===== config.mk =====
export PLATFORM = sky130hd
export DESIGN_NAME = chan_norm_addr
export DESIGN_NICKNAME = d
export VERILOG_FILES = /design/src/rtl/cnac_pkg.sv /design/src/rtl/cnac_offset_sel.sv /design/src/rtl/cnac_intlv_decode.sv /design/src/rtl/chan_norm_addr.sv
export SDC_FILE = /design/constraint.sdc
export NUM_CORES = 1
export LEC_CHECK = 0
export BUFFER_PORTS_ARGS = -buffer_cell sky130_fd_sc_hd__clkbuf_2
export CAP_MARGIN = 30
export CORE_MARGIN = 5
export CORE_UTILIZATION = 44
export DETAILED_ROUTE_END_ITERATION = 8
export PLACE_DENSITY = 0.87
export SYNTH_ARGS = -nofsm -noshare
export SYNTH_HDL_FRONTEND = slang
export SYNTH_SLANG_ARGS = --single-unit

===== constraint.sdc =====
create_clock -name clk -period 9 [get_ports clk]
set_clock_uncertainty 0.2 [all_clocks]
set_input_delay 0 -clock clk [delete_from_list [all_inputs] [get_ports clk]]
set_output_delay 0 -clock clk [all_outputs]
set_load 0.1 [all_outputs]

===== src/rtl/cnac_pkg.sv =====
// Package: shared widths and constants for the channel normalized
// address calculator. Assumes a 48-bit physical address space.
package cnac_pkg;
    localparam int unsigned ADDR_W_DEF     = 48;
    localparam int unsigned SEL_W_DEF      = 32;
    localparam int unsigned HOLE_W_DEF     = 16;
    localparam int unsigned HOLE_SHIFT_DEF = 16;
    localparam int unsigned THRESH_BIT_DEF = 32;
    localparam int unsigned LINE_LSB_DEF   = 6;
    localparam int unsigned OFS_LSB_DEF    = 23;
    localparam int unsigned REGION_LSB_DEF = 27;
    localparam int unsigned IEN_W_DEF      = 3;

    // Which offset source was chosen; used for readability in the selector.
    typedef enum logic [1:0] {
        SRC_REGION = 2'd0,
        SRC_HOLE   = 2'd1,
        SRC_HIBASE = 2'd2
    } ofs_src_e;
endpackage


===== src/rtl/cnac_offset_sel.sv =====
// Module: cnac_offset_sel
// Picks the base offset to be removed from a system address. The choice
// depends on the high-range flag, hole relocation and a threshold bit.
// Purely combinational. Assumes the hole offset is given in 2^HOLE_SHIFT
// byte units. The final granularity mask is applied by the caller.
module cnac_offset_sel
    import cnac_pkg::*;
#(
    parameter int unsigned ADDR_W     = ADDR_W_DEF,
    parameter int unsigned SEL_W      = SEL_W_DEF,
    parameter int unsigned HOLE_W     = HOLE_W_DEF,
    parameter int unsigned HOLE_SHIFT = HOLE_SHIFT_DEF,
    parameter int unsigned THRESH_BIT = THRESH_BIT_DEF,
    parameter int unsigned REGION_LSB = REGION_LSB_DEF
) (
    input  logic [ADDR_W-1:0] sys_addr,
    input  logic              hi_range,
    input  logic [SEL_W-1:0]  sel_base,
    input  logic [ADDR_W-1:0] hi_base_ofs,
    input  logic              hole_en,
    input  logic [HOLE_W-1:0] hole_ofs,
    input  logic [ADDR_W-1:0] region_base,
    output logic [ADDR_W-1:0] offset
);
    localparam int unsigned      SEL_HALF    = SEL_W / 2;
    localparam logic [ADDR_W-1:0] REGION_MASK = {ADDR_W{1'b1}} << REGION_LSB;

    logic              above_thresh;
    logic              sel_upper_zero;
    logic [ADDR_W-1:0] hole_shifted;
    ofs_src_e          src;

    // Derive the conditions the source choice depends on.
    always_comb begin
        above_thresh   = |sys_addr[ADDR_W-1:THRESH_BIT];
        sel_upper_zero = ~|sel_base[SEL_W-1:SEL_HALF];
        hole_shifted   = ADDR_W'(hole_ofs) << HOLE_SHIFT;
    end

    // Choose the offset source from the range and hole conditions.
    always_comb begin
        if (hi_range) begin
            src = (hole_en && above_thresh && sel_upper_zero) ? SRC_HOLE : SRC_HIBASE;
        end else begin
            src = (hole_en && above_thresh) ? SRC_HOLE : SRC_REGION;
        end
    end

    // Drive the offset value for the chosen source.
    always_comb begin
        unique case (src)
            SRC_HOLE:   offset = hole_shifted;
            SRC_HIBASE: offset = hi_base_ofs;
            default:    offset = region_base & REGION_MASK;
        endcase
    end
endmodule


===== src/rtl/cnac_intlv_decode.sv =====
// Module: cnac_intlv_decode
// Turns a node interleave enable field into a shift amount. A field made of
// k contiguous low ones (k >= 1) gives k. Any other pattern gives 0.
// Purely combinational.
module cnac_intlv_decode #(
    parameter int unsigned IEN_W = 3,
    parameter int unsigned SH_W  = $clog2(IEN_W + 1)
) (
    input  logic [IEN_W-1:0] intlv_en,
    output logic [SH_W-1:0]  shift
);
    logic [IEN_W-1:0] en_plus1;
    logic             is_low_mask;
    logic [SH_W-1:0]  ones;

    // Check for a contiguous low-ones mask and count its bits.
    always_comb begin
        en_plus1    = intlv_en + 1'b1;
        is_low_mask = (intlv_en != '0) && ((intlv_en & en_plus1) == '0);
        ones        = '0;
        for (int i = 0; i < IEN_W; i++) begin
            ones = ones + SH_W'(intlv_en[i]);
        end
        shift = is_low_mask ? ones : '0;
    end
endmodule


===== src/rtl/chan_norm_addr.sv =====
// Module: chan_norm_addr (top)
// One-stage pipelined calculator for channel-relative addresses. It clears
// the line bits of the system address and subtracts the chosen offset at its
// coarse granularity, modulo 2^ADDR_W. It also decodes the interleave shift.
// Outputs load only on valid cycles. Reset is synchronous and active low.
module chan_norm_addr
    import cnac_pkg::*;
#(
    parameter int unsigned ADDR_W     = ADDR_W_DEF,
    parameter int unsigned SEL_W      = SEL_W_DEF,
    parameter int unsigned HOLE_W     = HOLE_W_DEF,
    parameter int unsigned HOLE_SHIFT = HOLE_SHIFT_DEF,
    parameter int unsigned THRESH_BIT = THRESH_BIT_DEF,
    parameter int unsigned LINE_LSB   = LINE_LSB_DEF,
    parameter int unsigned OFS_LSB    = OFS_LSB_DEF,
    parameter int unsigned REGION_LSB = REGION_LSB_DEF,
    parameter int unsigned IEN_W      = IEN_W_DEF,
    localparam int unsigned SH_W      = $clog2(IEN_W + 1)
) (
    input  logic              clk,
    input  logic              rst_n,
    input  logic              valid_in,
    input  logic [ADDR_W-1:0] sys_addr,
    input  logic              hi_range,
    input  logic [SEL_W-1:0]  sel_base,
    input  logic [ADDR_W-1:0] hi_base_ofs,
    input  logic              hole_en,
    input  logic [HOLE_W-1:0] hole_ofs,
    input  logic [ADDR_W-1:0] region_base,
    input  logic [IEN_W-1:0]  intlv_en,
    output logic              valid_out,
    output logic [ADDR_W-1:0] chan_addr,
    output logic [SH_W-1:0]   intlv_shift
);
    localparam logic [ADDR_W-1:0] LINE_MASK = {ADDR_W{1'b1}} << LINE_LSB;
    localparam logic [ADDR_W-1:0] OFS_MASK  = {ADDR_W{1'b1}} << OFS_LSB;

    logic [ADDR_W-1:0] offset;
    logic [ADDR_W-1:0] diff;
    logic [SH_W-1:0]   shift_d;

    cnac_offset_sel #(
        .ADDR_W    (ADDR_W),
        .SEL_W     (SEL_W),
        .HOLE_W    (HOLE_W),
        .HOLE_SHIFT(HOLE_SHIFT),
        .THRESH_BIT(THRESH_BIT),
        .REGION_LSB(REGION_LSB)
    ) ofs_sel_i (
        .sys_addr   (sys_addr),
        .hi_range   (hi_range),
        .sel_base   (sel_base),
        .hi_base_ofs(hi_base_ofs),
        .hole_en    (hole_en),
        .hole_ofs   (hole_ofs),
        .region_base(region_base),
        .offset     (offset)
    );

    cnac_intlv_decode #(
        .IEN_W(IEN_W),
        .SH_W (SH_W)
    ) ilv_dec_i (
        .intlv_en(intlv_en),
        .shift   (shift_d)
    );

    // Trim both operands to their granularity and subtract, wrapping on borrow.
    always_comb begin
        diff = (sys_addr & LINE_MASK) - (offset & OFS_MASK);
    end

    // Register the strobe every cycle, and the results on valid cycles only.
    always_ff @(posedge clk) begin
        if (!rst_n) begin
            valid_out   <= 1'b0;
            chan_addr   <= '0;
            intlv_shift <= '0;
        end else begin
            valid_out <= valid_in;
            if (valid_in) begin
                chan_addr   <= diff;
                intlv_shift <= shift_d;
            end
        end
    end


    vld_follow_chk: assert property (@(posedge clk) disable iff (!rst_n)
        valid_in |=> valid_out);


    vld_idle_chk: assert property (@(posedge clk) disable iff (!rst_n)
        !valid_in |=> !valid_out);


    hold_idle_chk: assert property (@(posedge clk) disable iff (!rst_n)
        !valid_in |=> ($stable(chan_addr) && $stable(intlv_shift)));


    line_bits_zero_chk: assert property (@(posedge clk) disable iff (!rst_n)
        valid_out |-> (chan_addr[LINE_LSB-1:0] == '0));


    even_code_shift_chk: assert property (@(posedge clk) disable iff (!rst_n)
        (valid_in && !intlv_en[0]) |=> (intlv_shift == '0));
endmodule


# Word level (Yosys, flattened, before mapping)
# Index checks and enable logic that the tools add are counted.
dict set report totals {
  mem_bits_ro 0
  n_memories 0
  out_inout_bits 51
  inputBits 200
  wordCells 23
  register_bits 51
  latchBits 0
  mem_bits_rw 0
}
dict set report classes {
  order_cmp 0
  addsub 4
  n_bitwise 1
  div_mod_pow 0
  n_mux 5
  eq_ne 2
  n_reduce_logical 8
  multipliers 0
  shift 0
}
# cell n
set op_table {}
lappend op_table {{$pmux 48 s2} 1}
lappend op_table {{$sub 48x48->48} 1}
lappend op_table {{$reduce_or 16->1} 2}
lappend op_table {{$mux 2} 3}
lappend op_table {{$add 3x1->3 const B} 1}
lappend op_table {{$and 3x3->3} 1}
lappend op_table {{$logic_and 1x1->1} 3}
lappend op_table {{$logic_not 3->1} 1}
lappend op_table {{$reduce_bool 3->1} 1}
lappend op_table {{$add 1x1->2} 1}
lappend op_table {{$add 2x1->2} 1}
lappend op_table {{$eq 2x1->1 const B} 1}
lappend op_table {{$eq 2x2->1 const B} 1}
lappend op_table {{$logic_not 1->1} 1}
lappend op_table {{$mux 1} 1}

# Depth between registers and ports, before layout
dict set report depth {
  ltp_word 8
  ltp_mapped 16
  mapped_depth_nobuf 15
}

# Modules after synthesis
# A second synthesis with hierarchy kept.
dict set report hier_totals {
  hier_cells 489
  hier_area_um2 3796.1
}
# mod n_inst area_each_um2 cells_each seq_area_each_um2
set by_module_without_submodules {}
lappend by_module_without_submodules {chan_norm_addr 1 3007.9 361 900.9}
lappend by_module_without_submodules {cnac_offset_sel 1 765.7 125 0.0}
lappend by_module_without_submodules {cnac_intlv_decode 1 22.5 3 0.0}

# Worst setup path after synthesis
# No wires, ideal clock.
dict set report synth_timing {
  path_type {input-to-reg}
  startpoint {in sys_addr[38]}
  endpoint {reg chan_addr[45]}
  t_required_ns 8.735
  slack_ns 5.830
  setup_ns 0.065
  path_stages 15
  arrival_time_ns 2.905
  path_buffers 1
  cell_sequence {nor4_1 a41oi_1 a21boi_4 buf_4 mux2i_1 nor2_1 ha_1 fa_1 nand2b_1 a21oi_1 nor2_1 o221ai_2 o2111ai_1 or3_1 nand3_1}
}
dict set report synth_via {
  elab_chain_cells 8
  elab_cells_between_ends 10
  cone_classes {1 x add/sub; 2 x eq/ne; 4 x mux; 3 x reduce/logical}
}
# element line_no
set synth_lines {}
lappend synth_lines {{start, declared} chan_norm_addr.sv:23} ;# input logic [ADDR_W-1:0] sys_addr,
lappend synth_lines {{$reduce_or 16->1} cnac_offset_sel.sv:35} ;# above_thresh = |sys_addr[ADDR_W-1:THRESH_BIT];
lappend synth_lines {{$logic_and 1x1->1} {cnac_offset_sel.sv:43, cnac_offset_sel.sv:45}}
lappend synth_lines {{$logic_and 1x1->1} cnac_offset_sel.sv:43} ;# src = (hole_en && above_thresh && sel_upper_zero) ? SRC_HOLE : SRC_HIBASE;
lappend synth_lines {{$mux 2} cnac_offset_sel.sv:43}
lappend synth_lines {{$mux 2} cnac_offset_sel.sv:42} ;# if (hi_range) begin
lappend synth_lines {{$eq 2x2->1 / $eq 2x1->1 (equally long branches)} cnac_offset_sel.sv:51} ;# unique case (src)
lappend synth_lines {{$pmux 48 s2} cnac_offset_sel.sv:51}
lappend synth_lines {{$sub 48x48->48 *} chan_norm_addr.sv:70} ;# diff = (sys_addr & LINE_MASK) - (offset & OFS_MASK);
lappend synth_lines {{end signal, assigned} chan_norm_addr.sv:82} ;# chan_addr <= diff;
lappend synth_lines {{end, declared} chan_norm_addr.sv:32} ;# output logic [ADDR_W-1:0] chan_addr,
# Every way passes the cells marked *; elsewhere a longest branch is shown, timed or not.
# A chain may end at the register's enable or synchronous reset.

# Worst setup path after layout
dict set report layout_timing {
  startpoint {in sys_addr[46]}
  endpoint {reg chan_addr[47]}
}
# Same word-level chain as after synthesis.

==> results.json <==
{
  "status": "finished, final reports clean",
  "finalNetCount": 812,
  "min_to": "chan_addr[24]",
  "synthArstFlopShare_pct": 0,
  "antenna_found_initial": 0,
  "core_area_um2": 7610,
  "clock-sinks": 45,
  "finalWorstSetupSlack_ps": 4870,
  "fin_crit_ps": 4130,
  "yosysTopAreaCell": "dfxtp_1",
  "drive_above_1_share_pct": 31.7,
  "slew_viol_final": 0,
  "area_growth_pct": 35.4,
  "rows": 32,
  "hp-class": "in2reg",
  "first_pass_iters": 5,
  "finalCritPeriodShare_pct": 45.9,
  "diodes": 0,
  "cellLeakagePower_uw": 0.00221,
  "io_pins": 251,
  "end_kind": "register",
  "postCtsHoldBufs": 22,
  "grt_pass1_wl_um": 17500,
  "vias": 3688,
  "die_y_um": 97.5,
  "hold_violations": 0,
  "overflow": 0,
  "dieWidth_um": 97.5,
  "powerDensity_nw_per_um2": 167,
  "drtAntennaViolNets": 0,
  "gp_congestion": 0.855,
  "synthCells": 412,
  "rr_endpoint": "chan_addr[28]",
  "yosysWarnings": 0,
  "cts_root_buf": "clkbuf_8",
  "postCtsSetupRepairBufs": 0,
  "yosysSeqAreaShare_pct": 26.7,
  "port_buffers": 165,
  "dp_hpwl_um": 8500,
  "rsz0062_at_grt": "false",
  "worstHoldPathCells": 5,
  "r2r_cells": 3,
  "fin_util_pct": 60.0,
  "grt_pass1_vias": 3795,
  "placed_cells": 658,
  "worst-path-max-fanout": 25,
  "insertion_delay_ps": 290,
  "drc_errors": 0,
  "grt_max_degree": 48,
  "synth_area_um2": 3370,
  "drv_cap": 0,
  "routedWlPerCell_um": 15.6,
  "r2r-start": "chan_addr[28]",
  "max_freq_mhz": 242,
  "synth_top_area_share_pct": 26.7,
  "synthDistinctLibCells": 58,
  "drt_iter0_drc": 186,
  "critPathLaunchType": "input port",
  "ys_ff_latch": 45,
  "fillers": 714,
  "routed_via_density": 5.35,
  "dieArea_um2": 9510,
  "setup_tns_ps": 0,
  "cts_max_level": 2,
  "cts_resized": 0,
  "ys.flop_type": "dfxtp_1",
  "reg2reg_setup_slack_ps": 8060,
  "place_ws_ps": 4600,
  "worstMarginPinSlew_ps": 750,
  "synth_edf_count": 0,
  "arrival_ps": 4100,
  "path_class": "in2reg",
  "synth_most_common_cell": "dfxtp_1",
  "synth_area_leaders": "dfxtp_1 27%, ha_1 8.9%, mux2i_1 8.3%",
  "finalSetupViolCount": 0,
  "cts_tree": "built",
  "clk_pin_slew_ps": 80,
  "slew_headroom_pct": 49.4,
  "start_util_pct": 44.3,
  "peakVddDrop_uv": 114,
  "required_ps": 8970,
  "routed_wl_um": 10700,
  "finalNonFillerCells": 689,
  "worstHoldStart": "sys_addr[24]",
  "synth.avg_cell_area_um2": 8.18,
  "numCtsBuffers": 5,
  "cts.path.max_buffers": 2,
  "synth_common_cells": "45 x dfxtp_1, 39 x a21oi_1, 28 x mux2i_1, 28 x nand2_1, 28 x nor2b_1",
  "grt_usage_pct": 21.8
}
-- kinds of logic after synthesis --
group / synth area share (%)
AND/OR/NAND/NOR: 19.1
other: 0.111
buffers and inverters: 5.46
XOR/XNOR: 5.20
adder cells (fa/ha/maj): 9.50
multiplexers: 8.98
flip-flops: 26.7
AO/OA/AOI/OAI: 24.9
-- state kept, by name, summed over array words and instances (netlist names) --
| register | cells |
|---|---|
| chan_addr | 42 |
| intlv_shift | 2 |
| valid_out | 1 |
-- worst max-delay path: stages --
cell and delay [ps]:
clkbuf_2 100, nor4_1 480, a41oi_1 460, a21boi_4 720, mux2i_1 290, nor2_1 90
ha_1 240, fa_1 400, nand2b_1 200, a21oi_1 180, nor3_1 90, o21ai_1 310
a31oi_1 170, xnor2_1 250, a21oi_1 100
-- how the worst max path moves through the flow --
stage                  from            end  slack, ps  cells after the start
2_1_floorplan  sys_addr[38]  chan_addr[45]       5830                     15
3_5_place_dp   sys_addr[46]  chan_addr[47]       4600                     15
5_1_grt        sys_addr[46]  chan_addr[47]       4620                     15
6_report       sys_addr[46]  chan_addr[47]       4870                     15
4_1_cts        sys_addr[46]  chan_addr[47]       4890                     15
3_3_place_gp   sys_addr[46]  chan_addr[47]       4680                     15
-- final cells by class --
class | instances | area [um2] | share of cell area (%)
Multi-Input combinational cell | 333 | 2300 | 50.5
Timing Repair Buffer | 190 | 1080 | 23.7
Sequential cell | 45 | 901 | 19.7
Tap cell | 102 | 128 | 2.80
Clock buffer | 5 | 68.8 | 1.51
Inverter | 12 | 45.0 | 0.987
Clock inverter | 2 | 35.0 | 0.767
-- metrics by stage --
step | cell area, um2 | hold WS [ps] | power, uW
after floorplan | 3390 | -30.5 | 530
after global routing | 4570 | 47.5 | 805
final | 4570 | 21.4 | 763
after global placement | 4210 | 58.5 | 606
after detailed placement | 4210 | 67.7 | 612
after CTS | 4540 | 22.0 | 765
-- where the power goes --
group | switching (uW) | leakage, uW | internal, uW
Combinational | 279 | 0.00178 | 111
Sequential | 10.3 | 0.000372 | 219
Clock | 63.6 | 0.0000540 | 80.7
-- routing by layer --
| layer | part of all wire [%] | routed length, um | global-route usage [%] | vias to the layer above |
|---|---|---|---|---|
| li1 | - | - | - | 1839 |
| met1 | 41 | 4370 | 25.9 | 1674 |
| met2 | 49 | 5280 | 38.6 | 153 |
| met3 | 7.2 | 771 | 5.17 | 22 |
| met4 | 3.0 | 322 | 6.92 | 0 |
| met5 | 0 | 0 | 0 | - |
-- cell usage in the layout, fill, tap and decap left out, types with 6 or more instances in the layout --
| cell type | n |
|---|---|
| a21oi_1 | 39 |
| a22oi_1 | 16 |
| clkbuf_2 | 165 |
| conb_1 | 6 |
| dfxtp_1 | 45 |
| dlygate4sd3_1 | 23 |
| ha_1 | 24 |
| inv_1 | 12 |
| mux2i_1 | 28 |
| nand2_1 | 28 |
| nand3_1 | 11 |
| nand4_1 | 6 |
| nor2_1 | 24 |
| nor2b_1 | 28 |
| nor4_1 | 9 |
| o21ai_0 | 26 |
| xnor2_1 | 11 |
| xor2_1 | 9 |
Note: power is estimated with default switching activity, not from simulation.
